===== src/rtl/serial_ctl.sv =====
module serial_ctl #(
  parameter int DIVW = 8
) (
  input  logic       clk,
  input  logic       rst_n,
  input  logic       bus_wr,
  input  logic       bus_rd,
  input  logic [2:0] bus_addr,
  input  logic [7:0] bus_wdata,
  output logic [7:0] bus_rdata,
  output logic       txd,
  input  logic       rxd,
  output logic       rx_done_irq,
  output logic       rx_err_irq
);
  localparam logic [2:0] A_MODE = 3'd0, A_DATA = 3'd1, A_RXST = 3'd2, A_TXST = 3'd3, A_DIV = 3'd4;

  logic [7:0] mode;
  logic [DIVW-1:0] div, bcnt;
  logic [1:0] warm;
  logic tick, core_rst_n;

  function automatic logic par_bit(input logic [7:0] d, input logic [7:0] m);
    logic [7:0] md;
    md = m[2] ? d : {1'b0, d[6:0]};
    case (m[4:3])
      2'b10:   return ~^md;
      2'b11:   return ^md;
      default: return 1'b0;
    endcase
  endfunction

  function automatic logic [11:0] build_frame(input logic [7:0] d, input logic [7:0] m);
    logic [11:0] f;
    f = '1;
    f[0] = 1'b0;
    if (m[2]) begin
      f[8:1] = d;
      if (m[4:3] != 2'b00) f[9] = par_bit(d, m);
    end else begin
      f[7:1] = d[6:0];
      if (m[4:3] != 2'b00) f[8] = par_bit(d, m);
    end
    return f;
  endfunction

  always_ff @(posedge clk or negedge rst_n)
    if (!rst_n) begin
      mode <= 8'h01;
      div  <= '0;
    end else if (bus_wr) begin
      if (bus_addr == A_MODE) mode <= bus_wdata;
      if (bus_addr == A_DIV)  div  <= bus_wdata[DIVW-1:0];
    end

  assign core_rst_n = rst_n & mode[7];

  always_ff @(posedge clk or negedge core_rst_n)
    if (!core_rst_n) begin
      warm <= 2'b00;
      bcnt <= '0;
    end else begin
      warm <= {warm[0], 1'b1};
      if (warm[1]) bcnt <= (bcnt == div) ? '0 : bcnt + 1'b1;
    end

  assign tick = warm[1] && (bcnt == div);

  // transmit half
  logic [7:0]  tx_buf;
  logic [11:0] tx_sh;
  logic [3:0]  tx_left, tx_sub, tx_n;
  logic        tx_full, tx_busy;

  assign tx_n = 4'd1 + (mode[2] ? 4'd8 : 4'd7) + {3'b0, mode[4:3] != 2'b00} + (mode[1] ? 4'd2 : 4'd1);

  always_ff @(posedge clk or negedge core_rst_n)
    if (!core_rst_n) begin
      tx_buf <= '0; tx_sh <= '1; tx_left <= '0; tx_sub <= '0; tx_full <= 1'b0; tx_busy <= 1'b0;
    end else if (!mode[6]) begin
      tx_sh <= '1; tx_left <= '0; tx_sub <= '0; tx_full <= 1'b0; tx_busy <= 1'b0;
    end else begin
      if (bus_wr && bus_addr == A_DATA && !tx_full) begin
        tx_buf  <= bus_wdata;
        tx_full <= 1'b1;
      end
      if (tick) begin
        if (tx_busy) begin
          if (tx_sub == 4'd15) begin
            tx_sh   <= {1'b1, tx_sh[11:1]};
            tx_left <= tx_left - 1'b1;
            if (tx_left == 4'd1) tx_busy <= 1'b0;
          end
          tx_sub <= tx_sub + 1'b1;
        end else if (tx_full) begin
          tx_sh   <= build_frame(tx_buf, mode);
          tx_left <= tx_n;
          tx_sub  <= '0;
          tx_busy <= 1'b1;
          tx_full <= 1'b0;
        end
      end
    end

  assign txd = mode[7] ? tx_sh[0] : 1'b1;

  // receive half
  logic [1:0] rx_s;
  logic       rx_in, rx_act, rx_pbit, rx_full;
  logic [3:0] rx_sub, rx_idx, rx_dl, rx_stop;
  logic [7:0] rx_sh, rx_buf, rx_data;
  logic [2:0] rx_err, rx_new;

  assign rx_in   = rx_s[1];
  assign rx_dl   = mode[2] ? 4'd8 : 4'd7;
  assign rx_stop = rx_dl + ((mode[4:3] != 2'b00) ? 4'd2 : 4'd1);
  assign rx_data = mode[2] ? rx_sh : {1'b0, rx_sh[7:1]};
  assign rx_new  = {rx_full && !(bus_rd && bus_addr == A_DATA), !rx_in,
                    mode[4] && (rx_pbit != par_bit(rx_data, mode))};

  always_ff @(posedge clk or negedge core_rst_n)
    if (!core_rst_n) rx_s <= 2'b11;
    else             rx_s <= {rx_s[0], rxd};

  always_ff @(posedge clk or negedge core_rst_n)
    if (!core_rst_n) begin
      rx_act <= 1'b0; rx_sub <= '0; rx_idx <= '0; rx_sh <= '0; rx_pbit <= 1'b0;
      rx_buf <= '0; rx_full <= 1'b0; rx_err <= '0; rx_done_irq <= 1'b0; rx_err_irq <= 1'b0;
    end else begin
      rx_done_irq <= 1'b0;
      rx_err_irq  <= 1'b0;
      if (bus_rd && bus_addr == A_RXST) rx_err  <= '0;
      if (bus_rd && bus_addr == A_DATA) rx_full <= 1'b0;
      if (!mode[5]) begin
        rx_act <= 1'b0; rx_sub <= '0; rx_idx <= '0;
      end else if (tick) begin
        if (!rx_act) begin
          if (!rx_in) begin
            rx_act <= 1'b1; rx_sub <= '0; rx_idx <= '0;
          end
        end else begin
          rx_sub <= rx_sub + 1'b1;
          if (rx_sub == 4'd7) begin
            if (rx_idx == 4'd0) begin
              if (rx_in) rx_act <= 1'b0;
              else       rx_idx <= 4'd1;
            end else if (rx_idx <= rx_dl) begin
              rx_sh  <= {rx_in, rx_sh[7:1]};
              rx_idx <= rx_idx + 1'b1;
            end else if (rx_idx != rx_stop) begin
              rx_pbit <= rx_in;
              rx_idx  <= rx_idx + 1'b1;
            end else begin
              rx_act  <= 1'b0;
              rx_buf  <= rx_data;
              rx_full <= 1'b1;
              rx_err  <= ((bus_rd && bus_addr == A_RXST) ? 3'b0 : rx_err) | rx_new;
              if (rx_new != 3'b0 && mode[0]) rx_err_irq  <= 1'b1;
              else                           rx_done_irq <= 1'b1;
            end
          end
        end
      end
    end

  always_comb
    case (bus_addr)
      A_MODE:  bus_rdata = mode;
      A_DATA:  bus_rdata = rx_buf;
      A_RXST:  bus_rdata = {4'b0, rx_full, rx_err};
      A_TXST:  bus_rdata = {6'b0, tx_full, tx_busy};
      A_DIV:   bus_rdata = {{(8-DIVW){1'b0}}, div};
      default: bus_rdata = 8'h00;
    endcase

  a_r2_off_clear: assert property (@(posedge clk) disable iff (!rst_n)
    !mode[7] |-> (rx_err == 3'b0 && !rx_full && !tx_full && !tx_busy && txd));
  a_r3_warmup: assert property (@(posedge clk) disable iff (!rst_n)
    !$past(mode[7], 2) |-> !tick);
  a_r4_txe_off: assert property (@(posedge clk) disable iff (!rst_n)
    !mode[6] |=> (!tx_busy && !tx_full));
  a_r7_full_hold: assert property (@(posedge clk) disable iff (!rst_n)
    tx_full |=> (!mode[7] || tx_buf == $past(tx_buf)));
  a_r6_idle_high: assert property (@(posedge clk) disable iff (!rst_n)
    !tx_busy |-> txd);
  a_r8_read_clears: assert property (@(posedge clk) disable iff (!rst_n)
    (bus_rd && bus_addr == A_RXST && !tick) |=> rx_err == 3'b0);
  a_r9_irq_excl: assert property (@(posedge clk) disable iff (!rst_n)
    !(rx_done_irq && rx_err_irq));
endmodule


===== config.mk =====
export PLATFORM = sky130hd
export DESIGN_NAME = serial_ctl
export DESIGN_NICKNAME = d
export VERILOG_FILES = /design/src/rtl/serial_ctl.sv
export SDC_FILE = /design/constraint.sdc
export NUM_CORES = 1
export LEC_CHECK = 0
export ABC_AREA = 1
export CAP_MARGIN = 20
export CORE_UTILIZATION = 40
export DETAILED_ROUTE_END_ITERATION = 16
export PLACE_DENSITY_LB_ADDON = 0.1
export SYNTH_ARGS = -nofsm -noshare
export SYNTH_HDL_FRONTEND = slang
export SYNTH_SLANG_ARGS = --single-unit

===== constraint.sdc =====
create_clock -name clk -period 3.05 [get_ports clk]
set_clock_uncertainty 0.15 [all_clocks]
set_input_delay 0.4575 -clock clk [delete_from_list [all_inputs] [get_ports clk]]
set_output_delay 0.4575 -clock clk [all_outputs]
set_load 0.02 [all_outputs]

==> metrics, run 1 <==
status finished, final reports clean; hold-fix buffers at CTS 0; post-CTS sizing 0; TritonCTS clock tree done; Synth Instances 648; dpl hpwl 8.92 mm; Final setup viols 0; vias in the first global route 4,099; Avg Cell Area, Syn approximately 7.7 um^2; area leader, netlist dfrtp_1; synthesized cell area 4980 um^2; crit path DAT 2.28 ns; chip height 114 um; setup total negative slack 0 ns; critical path launch point type input port; Synth area leaders dfrtp_1, nand2_1, dfstp_2; Max Cap Viol 0; WL final 11.7 mm; DRC 0; ANT nets after route 0; initial antenna violation count 0; Final Hold Fails 0; Synth cell types 40; Synth top area share 37.7%; Core Area 12,100 um^2; Avg Vias per Cell 4.88; Multi-input gate area ~2300 um^2; drt pass-1 iters 4; first-pass GRT wire length 20.0 mm; Max H-tree Level 3; die span in x 114 um; Routed WL per cell 13.7 um; post-route minimum period 2.89 ns; All-Layer GR Usage 20.0%; Synth Flop Type dfrtp_1; ant diodes 0; Max Clock Freq 346 MHz; area delta synth->final 17.1%; Slew headroom 51.8%; Max IR drop VDD 283 uV; CTS clk-pin slew, worst paths roughly 0.060 ns; clock tree buffer depth 2; fin crit share between 90% and 100%; Sink Count 88; fin nets 716; Initial Util 41.3%; syn_nets 683; Synth async-reset ratio 100%; Iteration-0 DRC Markers roughly 190; Leakage about 2.8 nW; clk_lat worst skew ~0.34 ns; synth warn 0; Placer Congestion 0.816; largest net degree at the start of global routing 26; Hold Crit Class reg2reg; post-route cell area roughly 6000 um^2; post-placement cell area 5460 um^2; grt total ovfl 0; Post-synth EDFFs 0; sequential cell area fraction in the yosys report between 40 and 50%; DR vias between 4,000 and 5,000; Slew Viols, Final 0; # IOs 27; share of cells above drive strength 1 8.75%; Crit Path Max Fanout 6; setup repair bufs after CTS 0; fill count 1,190; die area 12,900 um^2; port bufs 26; Worst-Margin Slew around 0.7 ns; FF+latch area roughly 2200 um^2; Crit Path Class in2out; clk root buf clkbuf_16; pwr/cell area 662 nW/um^2; RSZ-0062 raised after global routing no; synthesis-stage register bit count 88; Worst EP required approximately 2.4 ns; Inserted Clock Buffers 9; element type at the critical path end primary output; Std-Cell Rows 40
Yosys cell counts, drive strengths merged, types with 3 or more instances:
cell and count:
o22ai 8, inv 86, xor2 8, a21oi 15, dfstp 13, nor3 8
o211ai 4, xnor2 11, buf 9, clkbuf 7, dfrtp 75, nand4 12
clkinv 3, nor2 31, ha 19, nand3 29, o21ai 78, nand2 216
through the flow:
stage	hold slack [ns]	setup WS, ns	std cells	total power, mW	utilization, %
2_1_floorplan	0.0119	0.586	648	2.29	-
3_3_place_gp	0.186	0.105	838	2.55	45.3
3_5_place_dp	0.192	0.0979	838	2.58	45.3
4_1_cts	0.207	0.0859	854	3.90	48.2
5_1_grt	0.219	0.00705	854	4.12	48.4
6_report	0.202	0.158	854	3.86	48.4
layer usage:
| layer | track usage [%] | vias up | routed length (um) |
|---|---|---|---|
| li1 | - | 2147 | - |
| met1 | 25.1 | 1965 | 5440 |
| met2 | 34.3 | 35 | 5720 |
| met3 | 3.08 | 18 | 207 |
| met4 | 8.25 | 0 | 297 |
| met5 | 0 | - | 0 |
layout make-up:
class | instances | share of cell area (%)
clock buffers | 10 | 4.10
multi-input cells | 455 | 40.2
flip-flops and latches | 88 | 38.0
inverters | 89 | 5.75
well taps | 168 | 3.60
repair buffers | 38 | 6.31
clock inverters | 6 | 1.97
cell usage in the layout, fill, tap and decap left out, drive strengths merged, types with 3 or more instances in the layout:
master / n
buf: 12
ha: 19
nand3: 29
a21oi: 15
xnor2: 11
nor3: 8
o21ai: 78
inv: 87
o211ai: 4
o22ai: 8
dfstp: 13
nand4: 12
clkdlybuf4s50: 24
clkbuf: 10
clkinv: 4
nand2: 216
bufinv: 3
nor2: 31
xor2: 8
dfrtp: 75
critical path: stages:
cell	delay, ns
clkdlybuf4s50_1	0.46
nor2_1	0.14
nand2_1	0.16
inv_1	0.16
nand2_1	0.06
o211ai_1	0.17
clkdlybuf4s50_1	0.67
cells by family after synthesis:
group	synth area share, %
adders and majority gates	4.77
muxes	0.402
DFF	44.5
xor gates and xnor gates	3.34
buffers and inverters	8.56
AOI/OAI and AO/OA	13.2
other	0.0753
and+or+nand+nor	25.2
registers in the layout, summed over array words and instances (netlist names), 8 cells and up:
register	cells
div	8
tx_sh	10
rx_sh	8
bcnt	8
rx_buf	8
tx_buf	8
mode	8
report_power, final:
| group | internal, mW | total, mW | leakage, nW | switching [mW] |
|---|---|---|---|---|
| logic | 0.381 | 0.967 | 1.50 | 0.586 |
| registers | 1.40 | 1.58 | 1.13 | 0.190 |
| clock network | 0.828 | 1.31 | 0.169 | 0.479 |
worst paths after layout:
kind | start | to | cells after the start | slack (ns)
worst max-delay path | bus_addr[0] | bus_rdata[7] | 7 | 0.16
worst min-delay path | warm[0]$_DFF_PN0_ | warm[1]$_DFF_PN0_ | 0 | 0.20
worst max register to register | mode[2]$_DFFE_PN0P_ | rx_err[0]$_DFF_PN0_ | 8 | 0.34
worst min register to register | warm[0]$_DFF_PN0_ | warm[1]$_DFF_PN0_ | 0 | 0.20
max in group asynchronous | rst_n | rx_idx[1]$_DFFE_PN0P_ | 4 | 1.59
min in group asynchronous | mode[7]$_DFFE_PN0P_ | tx_buf[1]$_DFFE_PN0P_ | 2 | 0.34
(Power assumes the default switching activity.)
==> run 2: changes to the inputs <==
--- a/config.mk
+++ b/config.mk
@@ -7,6 +7,7 @@
 export LEC_CHECK = 0
 export ABC_AREA = 1
 export CAP_MARGIN = 20
+export CORE_ASPECT_RATIO = 1.1
 export CORE_UTILIZATION = 40
 export DETAILED_ROUTE_END_ITERATION = 16
 export PLACE_DENSITY_LB_ADDON = 0.1
==> constraint.sdc (replaced) <==
create_clock -name clk -period 3.05 [get_ports clk]
set_clock_uncertainty 0.15 [all_clocks]
set_input_delay 0.4575 -clock clk [delete_from_list [all_inputs] [get_ports clk]]
set_output_delay 0.4575 -clock clk [all_outputs]
set_load 0.005 [all_outputs]
==> run 2 against run 1 <==
Net effect: sequential power about the same; via count decreased by 0.17%; routed wire length about the same; clock power decreased by 22%; non-clock buffer count increased by 1; cell area decreased by 2.1%; first-iteration DRC count increased by 10%; worst hold slack got worse by 0.0029 ns; utilization decreased by 1.1 points; critical path type unchanged; largest power group unchanged.
==> metrics, run 2 (synthesis gave the netlist of run 1 again) <==
status finished, final reports clean; CTS clk-pin slew, worst paths 0.06 ns (about the same); Multi-input gate area 2340 um^2 (-0.27%); internal reg-to-reg setup slack 0.40 ns (+0.06 ns); element type at the critical path end primary output; worst reg2reg path depth 10 (+2); Hold Crit Class reg2reg; WL final 11.7 mm (about the same); Sink Count 88 (unchanged); # IOs 27 (unchanged); commonest non-fill, non-tap cells in the layout nand2_1, inv_1, dfrtp_1; Slew Viols, Final 0 (unchanged); max reg flops 10 (unchanged); Routed WL per cell 13.9 um (+1.5%); Initial Util 41.2% (-0.086 points); Inserted Clock Buffers 9 (unchanged); Max Cap Viol 0 (unchanged); Iteration-0 DRC Markers 205 (+10%); fin worst setup slack 0.190 ns (+0.0322 ns); sw frac 34.1% (+1.6 points); Placer Congestion 0.881 (+8.0%); dpl ws 0.155 ns (+0.0572 ns); setup total negative slack 0 ns (unchanged); largest net degree at the start of global routing 43 (+65%); Logic pwr share 27.1% (+2.0 points); vias in the first global route 4,082 (-0.41%); Crit-path slowest cell clkdlybuf4s50_1; Final Hold Fails 0 (unchanged); fill count 1,204 (+1.2%); hold-fix buffers at CTS 0 (unchanged); post-placement cell area 5440 um^2 (-0.41%); Worst-Margin Slew 0.617 ns (-0.0975 ns); Max H-tree Level 3 (unchanged); critical path's largest stage delay 0.53 ns (-0.14 ns); FF-to-FF Start mode[4]$_DFFE_PN0P_; share of cells above drive strength 1 8.59% (-0.16 points); Max Clock Freq 350 MHz (+1.1%); crit path from bus_addr[2]; dpl hpwl 8.82 mm (-1.1%); drt pass-1 iters 5 (+1); All-Layer GR Usage 19.9% (-0.083 points); ant diodes 0 (unchanged); Std-Cell Rows 42 (+5.0%); FF+latch area 2220 um^2 (unchanged); grt total ovfl 0 (unchanged); CP Cell Sequence clkdlybuf4s50_1 -> inv_1 -> nand2_1 -> inv_1 -> a221oi_1 -> nand2_1 -> clkdlybuf4s50_1; fin nets 717 (+0.14%); crit path DAT 2.25 ns (-0.03 ns); total power 3.56 mW (-7.7%); Final setup viols 0 (unchanged); Max IR drop VDD 395 uV (+40%); Crit Path Max Fanout 6 (unchanged); critical path launch point type input port; RSZ-0062 raised after global routing no; post-CTS sizing 0 (unchanged); DRC 0 (unchanged); post-route cell area 5710 um^2 (-2.1%); RR Endpoint rx_err[0]$_DFF_PN0_; Core Area 12,100 um^2 (+0.21%); worst setup path endpoint bus_rdata[0]; fin crit share 93.8% (-1.1 points); Clk network pwr share 28.7% (-5.2 points); setup repair bufs after CTS 0 (unchanged); Crit Path Class in2out; DR vias 4,158 (-0.17%); Slew headroom 58.7% (+6.9 points); clk_lat worst skew 0.34 ns (about the same); post-route minimum period 2.86 ns (-0.0322 ns); area delta synth->final 14.6%; die span in x 108 um (-4.6%); port bufs 26 (unchanged); fin util 47.3% (-1.1 points); clock tree buffer depth 2 (unchanged); ANT nets after route 0 (unchanged); part of the power in registers 44.2% (+3.1 points); Worst EP required 2.44 ns (about the same); Switching Power 1.21 mW (-3.2%); initial antenna violation count 0 (unchanged); Hold Startpoint warm[0]$_DFF_PN0_; Int Pwr 2.35 mW (-9.8%); die area 12,900 um^2 (about the same); Avg Vias per Cell 4.94 (+1.4%); commonest non-fill, non-tap cell in the layout nand2_1; clk root buf clkbuf_16; Leakage 2.73 nW (-2.6%); first-pass GRT wire length 19.5 mm (-2.1%); chip height 119 um (+4.8%); pwr/cell area 624 nW/um^2 (-5.7%); largest reg by FF count tx_sh; TritonCTS clock tree done
## run 2: worst min-delay path by stage
stage	endpoint	slack (ns)	depth (start not counted)
after floorplan	div[0]$_DFFE_PN0P_	0.01	0
after global placement	warm[1]$_DFF_PN0_	0.18	0
after detailed placement	warm[1]$_DFF_PN0_	0.19	0
after CTS	warm[1]$_DFF_PN0_	0.20	0
after global routing	warm[1]$_DFF_PN0_	0.22	0
final	warm[1]$_DFF_PN0_	0.20	0
## run 2: power groups by stage
stage                     sequential (mW)  combinational (mW)  clock (mW)
final                                1.58               0.965        1.02
after global routing                 1.60                1.12        1.11
after CTS                            1.58               0.981        1.06
after detailed placement             1.60               0.972           0
after global placement               1.59               0.949           0
after floorplan                      1.53               0.744           0
## run 2: layout make-up
cell class              instances  share of cell area (%)
multi-input cells             455                    41.0
flip-flops and latches         88                    38.8
repair buffers                 39                    6.27
inverters                      89                    5.87
clock buffers                  13                    4.38
well taps                     154                    3.37
clock inverters                 3                   0.307
## run 2: layer usage
layer	track usage, %	vias up	part of all wire (%)
met1	25.1	1952	47
met3	4.11	7	2.3
li1	-	2156	-
met5	0	-	0
met2	33.5	43	49
met4	6.76	0	1.1
## run 2: metrics by stage
step / hold slack (ns) / cells
2_1_floorplan: 0.0119 / 648
3_3_place_gp: 0.182 / 825
3_5_place_dp: 0.186 / 825
4_1_cts: 0.200 / 841
5_1_grt: 0.215 / 841
6_report: 0.199 / 841
## run 2: critical path: cells and delay by family
family	cells	cell delay, ns
buf+inv	4	1.21
simple gates	2	0.30
compound gates	1	0.30
==> run 3: changes to the inputs <==
--- a/config.mk
+++ b/config.mk
@@ -7,10 +7,11 @@
 export LEC_CHECK = 0
 export ABC_AREA = 1
 export CAP_MARGIN = 20
-export CORE_ASPECT_RATIO = 1.1
+export CORE_ASPECT_RATIO = 1.2
 export CORE_UTILIZATION = 40
 export DETAILED_ROUTE_END_ITERATION = 16
 export PLACE_DENSITY_LB_ADDON = 0.1
+export SKIP_CTS_REPAIR_TIMING = 1
 export SYNTH_ARGS = -nofsm -noshare
 export SYNTH_HDL_FRONTEND = slang
 export SYNTH_SLANG_ARGS = --single-unit
==> constraint.sdc (replaced) <==
create_clock -name clk -period 2.55 [get_ports clk]
set_clock_uncertainty 0.15 [all_clocks]
set_input_delay 0.3825 -clock clk [delete_from_list [all_inputs] [get_ports clk]]
set_output_delay 0.3825 -clock clk [all_outputs]
set_load 0.005 [all_outputs]
==> run 3 against run 2 <==
Net effect: worst hold slack improved by 0.0021 ns; cell area increased by 3.9%; critical path type unchanged; die area about the same; flip-flop and latch count unchanged; global-route usage decreased by 0.50 points; first-iteration DRC count increased by 5.9%; clock power increased by 45%; non-clock buffer count increased by 10; sequential share of layout area decreased by 1.4 points; utilization increased by 1.7 points; total power increased by 28%.
==> metrics, run 3 (synthesis gave the netlist of run 1 again) <==
initial antenna violation count 0 (unchanged); WL met3 357 um (+33%); Initial Util 41.1% (-0.085 points); All-Layer GR Usage 19.4% (-0.50 points); Sink Count 88 (unchanged); vias in the first global route 4,094 (+0.29%); Inserted Clock Buffers 9 (unchanged); Max H-tree Level 3 (unchanged); chip height 124 um (+4.4%); Hold Crit Class reg2reg; Avg Vias per Cell 4.96 (+0.40%); CTS clk-pin slew, worst paths 0.07 ns (about the same); TritonCTS clock tree done; Final setup viols 0 (unchanged); clk root buf clkbuf_16; max reg flops 10 (unchanged); Crit-path slowest cell clkdlybuf4s50_1; commonest non-fill, non-tap cells in the layout nand2_1, inv_1, dfrtp_1; post-route minimum period between 2 and 2.5 ns; clk_lat worst skew 0.34 ns (about the same); pwr/cell area 766 nW/um^2 (+23%); Crit Path Max Fanout 7 (+1); critical path launch point type input port; Max IR drop VDD 335 uV (-15%); post-placement cell area 5550 um^2 (+2.0%); Max Clock Freq 428 MHz; largest reg by FF count tx_sh; share of cells above drive strength 1 10.8% (+2.2 points); die area 12,900 um^2 (about the same); area delta synth->final 19.1%; Slew Viols, Final 0 (unchanged); DR vias 4,259 (+2.4%); Leakage 2.99 nW (+9.5%); element type at the critical path end primary output; crit path DAT 1.80 ns (-0.45 ns); status finished, final reports clean; Core Area 12,100 um^2 (+0.21%); fin crit share about 90%; Max Cap Viol 0 (unchanged); Final Hold Fails 0 (unchanged); RSZ-0062 raised after global routing no; CP dominant cell by count buf_4; fin nets 727 (+1.4%); commonest non-fill, non-tap cell in the layout nand2_1; Routed WL per cell 13.6 um (-1.7%); DRC 0 (unchanged); DR WL met2 5.89 mm (+2.3%); highest metal layer with signal wires met4; critical path's largest stage delay 0.51 ns (-0.02 ns); setup total negative slack 0 ns (unchanged); ant diodes 0 (unchanged); Placer Congestion 0.876 (-0.60%); ANT nets after route 0 (unchanged); met1 WL 5.26 mm (-4.5%); grt total ovfl 0 (unchanged); dpl hpwl 8.88 mm (+0.72%); drt pass-1 iters 5 (unchanged); WL final 11.7 mm (+0.29%); first-pass GRT wire length 19.9 mm (+2.0%); # IOs 27 (unchanged); die span in x 104 um (-4.2%); Std-Cell Rows 44 (+4.8%); CP Cell Sequence clkdlybuf4s50_1 -> inv_1 -> nand3_1 -> inv_2 -> buf_4 -> buf_4 -> nand2_1 -> o2111ai_1 -> dlymetal6s2s_1; Crit Path Class in2out; largest net degree at the start of global routing 73 (+70%); post-route cell area 5930 um^2 (+3.9%); port bufs 26 (unchanged); clock tree buffer depth 2 (unchanged); fin util 49.0% (+1.7 points); Worst EP required 2.02 ns (-0.42 ns); Iteration-0 DRC Markers 217 (+5.9%)
[run 3: path summary, 6_finish.rpt]
kind / startpoint / endpoint / slack [ns] / depth (start not counted)
worst max-delay path: bus_addr[2] / bus_rdata[2] / 0.21 / 9
worst min-delay path: warm[0]$_DFF_PN0_ / warm[1]$_DFF_PN0_ / 0.20 / 0
worst max register to register: mode[4]$_DFFE_PN0P_ / rx_idx[0]$_DFFE_PN0P_ / 0.27 / 12
worst min register to register: warm[0]$_DFF_PN0_ / warm[1]$_DFF_PN0_ / 0.20 / 0
max in group asynchronous: rst_n / rx_s[1]$_DFF_PN1_ / 1.45 / 4
min in group asynchronous: rst_n / mode[7]$_DFFE_PN0P_ / 0.26 / 2
[run 3: cell type report]
cell class | count | area (um^2)
inverter | 89 | 335
clock buffer | 10 | 239
fill | 1209 | 6180
multi-input combinational | 455 | 2360
sequential | 88 | 2220
tap | 161 | 201
clock inverter | 6 | 97.6
timing repair buffer | 49 | 483
[run 3: critical path: cells and delay by family]
kind / cells / cell delay (ns)
AOI/OAI and AO/OA: 1 / 0.15
buffers and inverters: 6 / 1.11
and+or+nand+nor: 2 / 0.16
[run 3: power breakdown]
part | leakage (nW) | internal, mW | switching (mW)
clock | 0.166 | 0.901 | 0.581
combinational | 1.69 | 0.472 | 0.716
sequential | 1.13 | 1.67 | 0.203
total | 2.99 | 3.04 | 1.50
[run 3: per-layer routing]
| layer | global-route usage (%) | up-vias |
|---|---|---|
| met2 | 33.8 | 68 |
| met1 | 24.4 | 1998 |
| li1 | - | 2178 |
| met3 | 3.14 | 15 |
| met5 | 0 | - |
| met4 | 6.39 | 0 |
[run 3: through the flow]
step	worst slack [ns]	instances	power [mW]	hold slack (ns)
after detailed placement	-0.206	842	3.09	0.186
after CTS	-0.235	858	4.60	0.202
after floorplan	0.161	648	2.72	-0.0631
final	0.214	858	4.54	0.201
after global routing	0.0286	858	4.87	0.213
after global placement	-0.237	842	3.07	0.186
